## src/rtl/hb_pkg.sv

```systemverilog
package hb_pkg;
   timeunit 1ns;
   timeprecision 1ps;

   // Leg output state; also used as the decoded request
   typedef enum logic [1:0] {
      LEG_OFF = 2'd0,
      LEG_LO  = 2'd1,
      LEG_HI  = 2'd2
   } leg_t;
endpackage

```

## src/rtl/hb_sync.sv

```systemverilog
module hb_sync #(
   parameter int W      = 1,
   parameter int STAGES = 2
) (
   input  logic         clk,
   input  logic         rst_n,
   input  logic [W-1:0] d,
   output logic [W-1:0] q
);
   timeunit 1ns;
   timeprecision 1ps;

   if (STAGES < 2) begin : g_bad_stages
      $error("hb_sync: STAGES must be at least 2");
   end
   if (W < 1) begin : g_bad_width
      $error("hb_sync: W must be at least 1");
   end

   logic [STAGES-1:0][W-1:0] pipe;

   always_ff @(posedge clk or negedge rst_n) begin
      if (!rst_n) pipe <= '0;
      else        pipe <= {pipe[STAGES-2:0], d};
   end

   assign q = pipe[STAGES-1];
endmodule

```

## src/rtl/hb_arm.sv

```systemverilog
module hb_arm (
   input  logic clk,
   input  logic rst_n,
   input  logic s_dir,
   input  logic s_pwm,
   input  logic boot_uv,
   output logic armed
);
   timeunit 1ns;
   timeprecision 1ps;

   logic dir_q, pwm_q;
   logic edge_seen;

   // any change of the synchronised command lines counts as a fresh edge
   assign edge_seen = (s_dir ^ dir_q) | (s_pwm ^ pwm_q);

   always_ff @(posedge clk or negedge rst_n) begin
      if (!rst_n) begin
         dir_q <= 1'b0;
         pwm_q <= 1'b0;
         armed <= 1'b0;
      end else begin
         dir_q <= s_dir;
         pwm_q <= s_pwm;
         armed <= !boot_uv && (armed || edge_seen);
      end
   end
endmodule

```

## src/rtl/hb_dtseq.sv

```systemverilog
module hb_dtseq
   import hb_pkg::*;
#(
   parameter int DT_W = 10
) (
   input  logic            clk,
   input  logic            rst_n,
   input  leg_t            req,
   input  logic [DT_W-1:0] dead_cyc,
   output logic            hs,
   output logic            ls
);
   timeunit 1ns;
   timeprecision 1ps;

   localparam int              CW  = DT_W + 1;
   localparam logic [DT_W-1:0] ONE = DT_W'(1);

   if (DT_W < 1) begin : g_bad_dtw
      $error("hb_dtseq: DT_W must be at least 1");
   end

   leg_t            st_q, tgt_q;
   logic [DT_W-1:0] cnt_q;
   logic [DT_W-1:0] dt_eff;
   logic [CW-1:0]   cnt_nx;

   assign dt_eff = (dead_cyc == '0) ? ONE : dead_cyc;
   assign cnt_nx = {1'b0, cnt_q} + CW'(1);

   always_ff @(posedge clk or negedge rst_n) begin
      if (!rst_n) begin
         st_q  <= LEG_OFF;
         tgt_q <= LEG_OFF;
         cnt_q <= '0;
      end else begin
         case (st_q)
            LEG_OFF: begin
               if (req == LEG_OFF || req != tgt_q) begin
                  tgt_q <= req;
                  cnt_q <= '0;
               end else if (cnt_nx >= {1'b0, dt_eff}) begin
                  st_q  <= req;
                  cnt_q <= '0;
               end else begin
                  cnt_q <= cnt_nx[DT_W-1:0];
               end
            end
            default: begin
               if (req != st_q) begin
                  st_q  <= LEG_OFF;
                  tgt_q <= req;
                  cnt_q <= '0;
               end
            end
         endcase
      end
   end

   assign hs = (st_q == LEG_HI);
   assign ls = (st_q == LEG_LO);

   // ---- gap observer for the dead-time properties ----
   logic [CW-1:0]   gap_q;
   logic            moved_q;
   logic [DT_W-1:0] dtp_q;
   logic [DT_W-1:0] dtp_eff;

   assign dtp_eff = (dtp_q == '0) ? ONE : dtp_q;

   always_ff @(posedge clk or negedge rst_n) begin
      if (!rst_n) begin
         gap_q   <= '0;
         moved_q <= 1'b0;
         dtp_q   <= '0;
      end else begin
         dtp_q <= dead_cyc;
         if (hs || ls) begin
            gap_q   <= '0;
            moved_q <= 1'b0;
         end else begin
            if (gap_q != {CW{1'b1}}) gap_q <= gap_q + CW'(1);
            if (dead_cyc != dtp_q) moved_q <= 1'b1;
         end
      end
   end


   no_overlap_chk: assert property (@(posedge clk) disable iff (!rst_n)
      !(hs && ls));


   gap_min_chk: assert property (@(posedge clk) disable iff (!rst_n)
      ($rose(hs) || $rose(ls)) |-> $past(!hs && !ls));


   gap_len_chk: assert property (@(posedge clk) disable iff (!rst_n)
      (($rose(hs) || $rose(ls)) && !moved_q) |-> (gap_q >= {1'b0, dtp_eff}));
endmodule

```

## src/rtl/hb_leg.sv

```systemverilog
module hb_leg
   import hb_pkg::*;
#(
   parameter int DT_W        = 10,
   parameter int SYNC_STAGES = 2,
   parameter int CMP_REG     = 1
) (
   input  logic            clk,
   input  logic            rst_n,
   input  logic            shdn_n,
   input  logic            dir,
   input  logic            pwm,
   input  logic            drv_uv,
   input  logic            boot_uv,
   input  logic [DT_W-1:0] dead_cyc,
   output logic            hs_en,
   output logic            ls_en,
   output logic            cmp_en
);
   timeunit 1ns;
   timeprecision 1ps;

   if (CMP_REG != 0 && CMP_REG != 1) begin : g_bad_cmp
      $error("hb_leg: CMP_REG must be 0 or 1");
   end

   logic [2:0] raw, syn;
   logic       s_shdn, s_dir, s_pwm;
   logic       armed;
   leg_t       req;

   assign raw = {shdn_n, dir, pwm};

   hb_sync #(.W(3), .STAGES(SYNC_STAGES)) u_sync (
      .clk   (clk),
      .rst_n (rst_n),
      .d     (raw),
      .q     (syn)
   );

   assign s_shdn = syn[2];
   assign s_dir  = syn[1];
   assign s_pwm  = syn[0];

   hb_arm u_arm (
      .clk     (clk),
      .rst_n   (rst_n),
      .s_dir   (s_dir),
      .s_pwm   (s_pwm),
      .boot_uv (boot_uv),
      .armed   (armed)
   );

   always_comb begin
      if (!s_shdn || drv_uv)                         req = LEG_OFF;
      else if (s_dir && s_pwm && armed && !boot_uv)  req = LEG_HI;
      else                                           req = LEG_LO;
   end

   hb_dtseq #(.DT_W(DT_W)) u_dt (
      .clk      (clk),
      .rst_n    (rst_n),
      .req      (req),
      .dead_cyc (dead_cyc),
      .hs       (hs_en),
      .ls       (ls_en)
   );

   if (CMP_REG == 1) begin : g_cmp_reg
      logic cmp_q;
      always_ff @(posedge clk or negedge rst_n) begin
         if (!rst_n) cmp_q <= 1'b0;
         else        cmp_q <= !drv_uv;
      end
      assign cmp_en = cmp_q;


      cmp_gate_chk: assert property (@(posedge clk) disable iff (!rst_n)
         drv_uv |=> !cmp_en);
   end else begin : g_cmp_comb
      assign cmp_en = !drv_uv;
   end


   shdn_off_chk: assert property (@(posedge clk) disable iff (!rst_n)
      !s_shdn |=> (!hs_en && !ls_en));


   drv_off_chk: assert property (@(posedge clk) disable iff (!rst_n)
      drv_uv |=> (!hs_en && !ls_en));


   boot_hs_chk: assert property (@(posedge clk) disable iff (!rst_n)
      boot_uv |=> !hs_en);


   arm_hs_chk: assert property (@(posedge clk) disable iff (!rst_n)
      $rose(hs_en) |-> $past(armed));
endmodule

```

## src/rtl/hb_gate_seq.sv

```systemverilog
module hb_gate_seq #(
   parameter int NB          = 2,
   parameter int DT_W        = 10,
   parameter int SYNC_STAGES = 2,
   parameter int CMP_REG     = 1
) (
   input  logic             clk,
   input  logic             rst_n,
   input  logic [NB-1:0]    leg_shdn_n,
   input  logic [NB-1:0]    leg_dir,
   input  logic [NB-1:0]    leg_pwm,
   input  logic [NB-1:0]    drv_uv,
   input  logic [NB-1:0]    boot_uv,
   input  logic [NB*DT_W-1:0] dead_cycles,
   output logic [NB-1:0]    hs_en,
   output logic [NB-1:0]    ls_en,
   output logic [NB-1:0]    cmp_en
);
   timeunit 1ns;
   timeprecision 1ps;

   if (NB < 1) begin : g_bad_nb
      $error("hb_gate_seq: NB must be at least 1");
   end

   for (genvar b = 0; b < NB; b++) begin : g_leg
      hb_leg #(
         .DT_W        (DT_W),
         .SYNC_STAGES (SYNC_STAGES),
         .CMP_REG     (CMP_REG)
      ) u_leg (
         .clk      (clk),
         .rst_n    (rst_n),
         .shdn_n   (leg_shdn_n[b]),
         .dir      (leg_dir[b]),
         .pwm      (leg_pwm[b]),
         .drv_uv   (drv_uv[b]),
         .boot_uv  (boot_uv[b]),
         .dead_cyc (dead_cycles[b*DT_W +: DT_W]),
         .hs_en    (hs_en[b]),
         .ls_en    (ls_en[b]),
         .cmp_en   (cmp_en[b])
      );
   end
endmodule

```

## config.mk

```make
export PLATFORM = sky130hd
export DESIGN_NAME = hb_gate_seq
export DESIGN_NICKNAME = d
export VERILOG_FILES = /design/src/rtl/hb_pkg.sv /design/src/rtl/hb_sync.sv /design/src/rtl/hb_arm.sv /design/src/rtl/hb_dtseq.sv /design/src/rtl/hb_leg.sv /design/src/rtl/hb_gate_seq.sv
export SDC_FILE = /design/constraint.sdc
export NUM_CORES = 1
export LEC_CHECK = 0
export BUFFER_PORTS_ARGS = -buffer_cell sky130_fd_sc_hd__buf_2
export CORE_ASPECT_RATIO = 1.1
export CORE_MARGIN = 8
export CORE_UTILIZATION = 55
export CTS_CLUSTER_DIAMETER = 30
export DETAILED_ROUTE_END_ITERATION = 6
export PLACE_DENSITY = 0.8
export SETUP_SLACK_MARGIN = 0.5
export SLEW_MARGIN = 20
export SYNTH_ARGS = -nofsm -noshare
export SYNTH_HDL_FRONTEND = slang
export SYNTH_SLANG_ARGS = --single-unit
```

## constraint.sdc

```tcl
create_clock -name clk -period 5.9 [get_ports clk]
set_input_delay 0.885 -clock clk [delete_from_list [all_inputs] [get_ports clk]]
set_output_delay 0.885 -clock clk [all_outputs]
set_load 0.02 [all_outputs]
```

== Word-level counts from Yosys, hierarchy flattened ==
Index checks and enable logic that the tools add are counted.

* Bits of input ports: 32
* Register bits after elaboration: 48
* Output and inout bits: 6

* Equal/unequal tests: 14
* $lt $le $gt $ge: 2
* Multiplexer cells: 28
* Bitwise logic cells: 6
* Add/subtract/negate cells: 2
* Reduce and logical (&&, ||, !) cells: 32

{| class="wikitable"
|+ Operators with widths
! operator !! number
|-
| $mux W10 || 10
|-
| $mux W2 || 18
|-
| $add A10 B1 Y11 const B || 2
|-
| $ge A11 B10 Y1 || 2
|-
| $logic_not A10 Y1 || 2
|-
| $ne A2 B2 Y1 const B || 6
|-
| $logic_and A1 B1 Y1 || 8
|-
| $logic_not A2 Y1 || 4
|-
| $ne A2 B2 Y1 || 4
|-
| $logic_not A1 Y1 || 6
|-
| $logic_or A1 B1 Y1 || 6
|-
| $reduce_and A3 Y1 || 2
|-
| $eq A2 B1 Y1 const B || 2
|-
| $eq A2 B2 Y1 const B || 2
|-
| $reduce_and A2 Y1 || 2
|-
| $reduce_bool A2 Y1 || 2
|-
| $xor A1 B1 Y1 || 4
|-
| $or A1 B1 Y1 || 2
|}

== Depth between registers and ports, before layout ==
Gate-level depths: netlist of run 1.

* Word-level depth: 9
* Mapped depth: 13
* Mapped depth without buffers: 12

== Cells and area by module ==
From an unflattened synthesis of run 1, not the netlist that was laid out.

* Cell total of the unflattened synthesis: 286
* Area total of the unflattened synthesis: 2857.7 µm²

{| class="wikitable"
|+ Modules (own cells, without submodules)
! module !! cells an instance !! times used !! area an instance (µm²)
|-
| hb_dtseq || 121 || 2 || 1069.8
|-
| hb_sync || 9 || 2 || 172.7
|-
| hb_arm || 7 || 2 || 102.6
|-
| hb_leg || 6 || 2 || 83.8
|}

== Worst setup path after synthesis of run 1 ==
Ideal clock, no wire load.

* Kind: input-to-reg
* Start point: input dead_cycles[17]
* End point: register g_leg[1].u_leg.u_dt.st_q[0]
* Cell stages on the path: 9
* Buffers on the path: 0
* Setup time: 0.111 ns
* Slack: 3.407 ns
* Arrival: 2.382 ns
* Path through: nor4_1 a41o_1 ha_1 nor2b_1 o21ai_0 a21oi_1 o21ai_1 nand2b_4 a2111oi_2

* Word-level cells in the longest chain between the ends: 5

{| class="wikitable"
|+ Ends and longest elaborated chain
! item !! line !! text
|-
| from (decl) || hb_gate_seq.sv:14 || <nowiki>input logic [NB*DT_W-1:0] dead_cycles,</nowiki>
|-
| $logic_not A10 Y1 || hb_dtseq.sv:28 || <nowiki>assign dt_eff = (dead_cyc == '0) ? ONE : dead_cyc;</nowiki>
|-
| $mux W10 * || hb_dtseq.sv:28 ||
|-
| $ge A11 B10 Y1 * || hb_dtseq.sv:42 || <nowiki>end else if (cnt_nx >= {1'b0, dt_eff}) begin</nowiki>
|-
| $ne A2 B2 Y1 (no source line) * || -- ||
|-
| $reduce_and A3 Y1 (no source line) * || -- ||
|-
| to (signal assigned) || hb_dtseq.sv:43 || <nowiki>st_q <= req;</nowiki>
|-
| to (decl) || hb_dtseq.sv:23 || <nowiki>leg_t st_q, tgt_q;</nowiki>
|}

Every way passes the cells marked *; elsewhere a longest branch is shown, timed or not.
A chain may end at the register's enable or synchronous reset.

== Final worst setup path of run 1 ==
* Start point: register g_leg[1].u_leg.u_dt.cnt_q[0]
* End point: register g_leg[1].u_leg.u_dt.cnt_q[7]

* Word-level cells in the longest chain between the ends: 5

{| class="wikitable"
|+ Ends and longest elaborated chain
! item !! line !! text
|-
| from (decl) || hb_dtseq.sv:24 || <nowiki>logic [DT_W-1:0] cnt_q;</nowiki>
|-
| from (signal assigned) || hb_dtseq.sv:46 || <nowiki>cnt_q <= cnt_nx[DT_W-1:0];</nowiki>
|-
| $add A10 B1 Y11 * || hb_dtseq.sv:29 || <nowiki>assign cnt_nx = {1'b0, cnt_q} + CW'(1);</nowiki>
|-
| $ge A11 B10 Y1 || hb_dtseq.sv:42 ||
|-
| $mux W10 * || hb_dtseq.sv:42 ||
|-
| $mux W10 * || hb_dtseq.sv:39 || <nowiki>if (req == LEG_OFF || req != tgt_q) begin</nowiki>
|-
| $mux W10 * || hb_dtseq.sv:37 || <nowiki>case (st_q)</nowiki>
|}

Marked as above.

==> metrics.cfg, run 1 <==
[run_status]
outcome=finished, final reports clean

[logic_synthesis]
synth_nets=326
synth-seq-cells=48
synth_compound_area_share_pct=13.8
synth_top_family_by_area=simple AND/OR/NAND/NOR gates
yosysTopAreaCell=dfrtp_1
muxShareOfSynthArea_pct=0
synth_warnings=0
synthTopCellsByArea=dfrtp_1 (46%), ha_1 (10%), inv_1 (4.8%)
synth_top_area_share_pct=45.5
synth-simple-area-share_pct=16.8
ys_seq_area_share_pct=45.5
netlist_instances=272
synth.distinct_cells=37
synth_xor_area_share_pct=6.64
yosys.area_share.adder_pct=10.4
synth_area_per_cell_um2=9.70
syn_area_mm2=0.00264

[power_and_ir_drop]
p_clk_share_pct=38.1
power_leakage_nw=1.54
ir_drop_mv=0.185
p_int_uw=484
share_seq_of_total_power_pct=54.9
p_switching_uw=142
power_frac_comb_pct=7.0
p_sw_share_pct=22.7
powerDensity_mw_per_mm2=211

[floorplan]
die-area_mm2=0.00727
rows=26
initial_core_util_pct=57.1
core-area_mm2=0.00462
dieHeight_um=88.6
io_pins=38
die_w_um=82.0

[critical_path]
path_common_cell=ha_1
r2r-end=g_leg[1].u_leg.u_dt.cnt_q[7]
critPathLaunchType=flop
critPathSlowestCell=dfrtp_1
reg2reg_slack_ns=3.14
arrival_ns=3.00
reg2reg_depth=11
cp.depth=11
worst_r2r_startpoint=g_leg[1].u_leg.u_dt.cnt_q[0]
crit_path_end_kind=flop
crit_start=g_leg[1].u_leg.u_dt.cnt_q[0]
critPathMaxStageDelay_ns=0.45
cp.required_ns=6.13
path_cells=ha_1 -> and3_1 -> nand4_1 -> xnor2_1 -> ha_1 -> a21oi_1 -> o21ai_0 -> a31oi_1 -> o21ai_1 -> nor2_2 -> a22o_1
cp_max_fo=9
crit_family=compound AO/OA/AOI/OAI gates
worstSetupEndpoint=g_leg[1].u_leg.u_dt.cnt_q[7]
setup.worst_path.class=reg -> reg
crit_buf_inv=0

[clocking]
cts-resized-gates=0
cts-buffers-inserted=5
clockBufferDepth=2
hold_buffers=0
clock_latency_ns=0.30
path_clk_slew_ns=0.09
post-cts-setup-buffers=0
cts.sinks=48
tritoncts=built
cts_root_buf=clkbuf_8
htree_levels=2

[detailed_routing]
num_vias=1965
antenna_left=0
wl_mm=4.78
routed_via_density=5.38
first_iter_violations=100
wl_per_cell_um=13.1
dr.pass1.iters=4
drc=0

[place]
port_buffers=37
placedInstanceArea_mm2=0.00284
gp_congestion=0.795
place_hpwl_mm=3.67
dp_slack_ns=2.99

[sta]
clock.fmax_mhz=362
rsz0062_at_grt=no
timing.setup.tns_ns=0
fin_crit_sh_pct=46.8
skew_ns=0.00576
setup_viol=0
finalMaxSlewViolations=0
layout_setup_ws_ns=3.14
final.min_clock_period_ns=2.76
worst_slew_pin_slew_ns=0.890
hold_viol_final=0
slew_headroom_pct=40.7

[final_layout]
final_nets=362
syn_to_final_growth_pct=12.1
mostFrequentLayoutCells=dfrtp_1 (48), buf_2 (36), inv_1 (34), nand2_1 (29), ha_1 (22)
layout-drive-gt1-share_pct=16.8
design_area_mm2=0.00296
layout.cells.most_common=dfrtp_1
diodes=0

[global_route]
track_usage_pct=14.0
grt_pass1_wl_mm=8.05
grt_start_max_net_pins=49
overflow=0
grt_pass1_vias=1866
antenna_found_initial=0

[min_path]
holdPathStages=0
holdCritPathClass=reg -> reg

[job]
max_cap_viol_count=0

## cells by family after synthesis
| family | count (synthesis) |
|---|---|
| AND/OR/NAND/NOR | 82 |
| AO/OA/AOI/OAI | 58 |
| buffers and inverters | 42 |
| adder cells (fa/ha/maj) | 22 |
| XOR/XNOR | 20 |
| flip-flops | 48 |
## flip-flops by register name, summed over array words and instances, names as in the netlist
name	cells
g_leg.u_leg.cmp_en	2
g_leg.u_leg.u_dt.tgt_q	4
g_leg.u_leg.u_dt.cnt_q	20
g_leg.u_leg.u_arm.armed	2
g_leg.u_leg.u_dt.st_q	4
g_leg.u_leg.u_sync.q	6
g_leg.u_leg.u_arm.dir_q	2
g_leg.u_leg.u_sync.pipe	6
g_leg.u_leg.u_arm.pwm_q	2
## area by class of cell
class                      count  area, um2
clock buffer                   5       68.8
fill                         396       1660
inverter                      34        128
timing repair buffer          37        188
sequential                    48       1200
tap                           56       70.1
clock inverter                 3       46.3
multi-input combinational    182       1260
## worst register-to-register path, cell delays in order, from the launching register on
cell and delay, ns:
dfrtp_1 0.45, ha_1 0.23, and3_1 0.23, nand4_1 0.15, xnor2_1 0.25, ha_1 0.29, a21oi_1 0.14, o21ai_0 0.09
a31oi_1 0.14, o21ai_1 0.16, nor2_2 0.35, a22o_1 0.22
## layer usage
layer | wire, um | part of all wire [%] | global-route usage (%) | up-vias
met1 | 2170 | 45 | 17.9 | 929
met3 | 257 | 5.4 | 3.66 | 6
li1 | - | - | - | 997
met5 | 0 | 0 | 0 | -
met4 | 65 | 1.4 | 4.79 | 0
met2 | 2280 | 48 | 22.4 | 33
## synthesized netlist by cell type
cell type	n
o22ai_1	1
a21oi_1	16
nand2b_4	1
nor2b_1	6
a31oi_1	2
a22o_1	9
or2_4	1
xnor2_1	10
nand2_1	29
o21ai_0	20
ha_1	22
a2111oi_2	2
or2_1	1
nand3_1	6
inv_1	34
buf_1	1
nand4_1	4
xor2_1	10
nor3_1	9
a21o_1	1
a41o_1	2
nor2_1	9
nand4b_4	1
nor4_1	2
nand4b_1	1
o21ai_1	4
nor3b_2	1
dfrtp_1	48
o211ai_1	1
clkbuf_1	1
and3_1	2
nor2_2	1
nand2b_1	3
and4b_1	1
buf_4	6
and2_1	2
and4_1	2
## stage by stage
step | util, % | hold slack, ns | cells | power, mW
6_report | 64.1 | 0.353 | 365 | 0.626
3_3_place_gp | 61.5 | 0.332 | 357 | 0.392
4_1_cts | 64.0 | 0.357 | 365 | 0.633
2_1_floorplan | - | 0.331 | 272 | 0.371
5_1_grt | 64.1 | 0.360 | 365 | 0.654
3_5_place_dp | 61.5 | 0.336 | 357 | 0.394
## power groups by stage
stage | clock network, mW | logic, mW | registers [mW]
finish | 0.239 | 0.0436 | 0.344
global route | 0.258 | 0.0511 | 0.345
CTS | 0.245 | 0.0445 | 0.344
detailed placement | 0 | 0.0443 | 0.350
global placement | 0 | 0.0427 | 0.350
floorplan | 0 | 0.0226 | 0.349
## worst min-delay path by stage
stage / slack, ns / start / endpoint
after floorplan: 0.33 / g_leg[0].u_leg.u_sync.pipe[0] / g_leg[0].u_leg.u_sync.q[0]
after global placement: 0.33 / g_leg[1].u_leg.u_sync.pipe[0] / g_leg[1].u_leg.u_sync.q[0]
after detailed placement: 0.34 / g_leg[1].u_leg.u_sync.pipe[1] / g_leg[1].u_leg.u_sync.q[1]
after CTS: 0.36 / g_leg[1].u_leg.u_sync.pipe[0] / g_leg[1].u_leg.u_sync.q[0]
after global routing: 0.36 / g_leg[1].u_leg.u_sync.pipe[2] / g_leg[1].u_leg.u_sync.q[2]
final: 0.35 / g_leg[1].u_leg.u_sync.pipe[0] / g_leg[1].u_leg.u_sync.q[0]
No activity file was read; power rests on OpenSTA's default activity.
==> run 2: changes to the inputs <==
--- a/config.mk
+++ b/config.mk
@@ -5,10 +5,11 @@
 export SDC_FILE = /design/constraint.sdc
 export NUM_CORES = 1
 export LEC_CHECK = 0
+export ABC_AREA = 1
 export BUFFER_PORTS_ARGS = -buffer_cell sky130_fd_sc_hd__buf_2
 export CORE_ASPECT_RATIO = 1.1
 export CORE_MARGIN = 8
-export CORE_UTILIZATION = 55
+export CORE_UTILIZATION = 53
 export CTS_CLUSTER_DIAMETER = 30
 export DETAILED_ROUTE_END_ITERATION = 6
 export PLACE_DENSITY = 0.8
==> constraint.sdc (replaced) <==
create_clock -name clk -period 2.45 [get_ports clk]
set_input_delay 0.3675 -clock clk [delete_from_list [all_inputs] [get_ports clk]]
set_output_delay 0.3675 -clock clk [all_outputs]
set_load 0.02 [all_outputs]
==> run 2 against run 1 <==
Count of clock-buffer cells in the layout rose by 1. Combinational power rose to 3.2 times the previous value. Wire length rose by 57%. Hold slack got worse by 0.19 ns. Sequential power rose by 140%. Design area rose by 35%. Maximum frequency rose by 26%. Flip-flop and latch count did not move. Power rose to 2.5 times the previous value. First-iteration DRC count fell by 3.0%. Die area rose by 16%. Cell count rose by 53%.
==> metrics.cfg, run 2 <==
[global_route]
grt_pass1_wl_mm=11.6  ; +44%
use_met3_pct=3.88  ; +0.22 points
grtUsageMet1_pct=18.3  ; +0.45 points
antenna_found_initial=0  ; unchanged
grt_start_max_net_pins=21  ; -57%
track_usage_pct=17.2  ; +3.1 points
grt_use_met2_pct=31.0  ; +8.6 points
grt_pass1_vias=2824  ; +51%
busiest_layer=met2
overflow=0  ; unchanged

[clocking]
htree_levels=2  ; unchanged
clockBufferDepth=2  ; unchanged
cts.sinks=48  ; unchanged
cts-buffers-inserted=5  ; unchanged
tritoncts=built
path_clk_slew_ns=0.09  ; about the same
cts_root_buf=clkbuf_8
clock_latency_ns=0.30  ; about the same

[logic_synthesis]
syn_area_mm2=0.00305  ; +16%
synth.most_common_cell=nand2_1
synth_warnings=0  ; unchanged
ys_seq_area_share_pct=39.4  ; -6.1 points
synth_common_cells=nand2_1 (130), inv_1 (74), dfrtp_1 (48)
synth_top_area_share_pct=39.4  ; -6.1 points
async_flop_share_pct=100  ; unchanged
synth.distinct_cells=25  ; -32%
synth_area_per_cell_um2=7.44  ; -23%
synthFlopType=dfrtp_1
netlist_instances=410  ; +51%
yosysTopAreaCell=dfrtp_1
synth-seq-cells=48  ; unchanged
synthTopCellsByArea=dfrtp_1 (39%), nand2_1 (16%), inv_1 (9.1%)
synth_edf_count=0  ; unchanged
synth_nets=464  ; +42%

[place]
port_buffers=37  ; unchanged
gp_congestion=0.866  ; +9.0%
place_hpwl_mm=4.90  ; +34%

[critical_path]
setup.worst_path.class=reg -> reg
crit_buf_inv=2  ; +2
crit_family=simple AND/OR/NAND/NOR gates
critPathMaxStageDelay_ns=0.39  ; -0.06 ns
path_common_cell=nand2_2
reg2reg_depth=15  ; +4
critPathLaunchType=flop
path_cells=ha_2 -> nand2_2 -> nor2_4 -> buf_6 -> nand4_1 -> nand2_2 -> ha_4 -> nand2_2 -> inv_1 -> a21oi_1 -> nand2_1 -> nand2_4 -> nand2_8 -> nand3_2 -> nand2_1
cp.depth=15  ; +4
critPathSlowestCell=dfrtp_1
crit_path_end_kind=flop
cp.required_ns=2.65  ; -3.48 ns
arrival_ns=2.39  ; -0.61 ns
cp_max_fo=8  ; -1

[floorplan]
die-area_mm2=0.00844  ; +16%
initial_core_util_pct=53.9  ; -3.2 points
core-area_mm2=0.00566  ; +23%
io_pins=38  ; unchanged
rows=29  ; +12%
die_w_um=88.3  ; +7.7%
dieHeight_um=95.6  ; +7.8%

[sta]
finalMaxSlewViolations=0  ; unchanged
worst_slew_pin_slew_ns=0.355  ; -0.535 ns
hold_viol_final=0  ; unchanged
slew_headroom_pct=76.1  ; +35 points
final.min_clock_period_ns=2.19  ; -0.569 ns
setup_viol=0  ; unchanged
whs_ns=0.163  ; -0.190 ns
rsz0062_at_grt=yes
skew_ns=0.00807  ; +0.00231 ns
clock.fmax_mhz=456  ; +26%
fin_crit_sh_pct=89.5  ; +43 points
timing.setup.tns_ns=0  ; unchanged

[detailed_routing]
antenna_left=0  ; unchanged
dr.pass1.iters=4  ; unchanged
wl_per_cell_um=13.4  ; +2.6%
routed_via_density=5.27  ; -2.2%
num_vias=2933  ; +49%
drc=0  ; unchanged
first_iter_violations=97  ; -3.0%
wl_mm=7.47  ; +57%

[job]
max_cap_viol_count=0  ; unchanged

[final_layout]
fin_util_pct=70.7  ; +6.6 points
top_register=g_leg.u_leg.u_dt.cnt_q
final_nets=533  ; +47%
largest_reg_flops=20  ; unchanged
diodes=0  ; unchanged
syn_to_final_growth_pct=31.2
layout-drive-gt1-share_pct=32.7  ; +16 points
layout.cells.most_common=nand2_1
mostFrequentLayoutCells=nand2_1 (116), inv_1 (73), dfrtp_1 (44), buf_2 (37), buf_4 (21)

[min_path]
holdCritPathClass=in -> reg
holdPathStages=1  ; +1

[run_status]
outcome=finished, final reports clean

[power_and_ir_drop]
powerDensity_mw_per_mm2=392  ; +85%
ir_drop_mv=0.357  ; +93%
power_leakage_nw=2.18  ; +42%

==> run 2: cell count changes in the layout (fill, tap and decap cells not counted), moves of 20 or more <==
cell     change
buf_4       +20
inv_1       +39
nand2_1     +87
o21ai_0     -20
==> run 2: worst paths after layout <==
kind,from,end,slack [ns]
hold reg to reg,g_leg[1].u_leg.u_sync.pipe[2],g_leg[1].u_leg.u_sync.q[2],0.35
setup / recovery,g_leg[0].u_leg.u_dt.cnt_q[1],g_leg[0].u_leg.u_dt.st_q[1],0.26
min in group asynchronous,rst_n,g_leg[1].u_leg.u_sync.pipe[1],0.50
max in group asynchronous,rst_n,g_leg[0].u_leg.u_dt.cnt_q[3],1.34
setup reg to reg,g_leg[0].u_leg.u_dt.cnt_q[1],g_leg[0].u_leg.u_dt.st_q[1],0.26
hold / removal,leg_dir[1],g_leg[1].u_leg.u_sync.pipe[1],0.16
==> run 2: cell type report <==
type | count | area [um2]
tap | 77 | 96.3
clock buffer | 6 | 82.6
clock inverter | 2 | 38.8
sequential | 48 | 1210
multi-input combinational | 277 | 1820
timing repair buffer | 69 | 465
inverter | 78 | 293
fill | 454 | 1660
==> run 2: cells by family after synthesis <==
family | Yosys count | share of synthesized area (%)
adders and majority gates | 22 | 9.02
and+or+nand+nor | 220 | 32.9
buffers and inverters | 86 | 11.5
xor gates and xnor gates | 7 | 2.01
AOI/OAI and AO/OA | 27 | 5.17
DFF | 48 | 39.4
==> run 2: report_power, final <==
| part | switching (mW) | total [mW] | internal [mW] |
|---|---|---|---|
| combinational | 0.0825 | 0.141 | 0.0584 |
| sequential | 0.0114 | 0.824 | 0.813 |
| clock | 0.270 | 0.604 | 0.334 |
| total | 0.364 | 1.57 | 1.20 |
==> run 2: stage by stage <==
step	worst slack (ns)	power, mW	area, um2	instances
floorplan	0.470	0.903	3080	410
global placement	0.319	0.959	3310	518
detailed placement	0.240	0.964	3310	518
CTS	0.353	1.57	3740	544
global route	0.164	1.64	4000	557
finish	0.258	1.57	4000	557
==> run 2: metal layers <==
| metal | wire length, um | vias to the layer above | part of all wire (%) |
|---|---|---|---|
| met5 | 0 | - | 0 |
| met4 | 244 | 0 | 3.3 |
| met2 | 4030 | 81 | 54 |
| li1 | - | 1424 | - |
| met1 | 2890 | 1402 | 39 |
| met3 | 305 | 26 | 4.1 |
==> run 2: timing repair <==
item,in CTS,in global routing
gates cloned,1,0
setup buffers,16,13
endpoints found under the hold margin,15,0
pin swaps,34,45
resized for setup,36,31
setup endpoints to repair,24,24
hold buffers,1,0
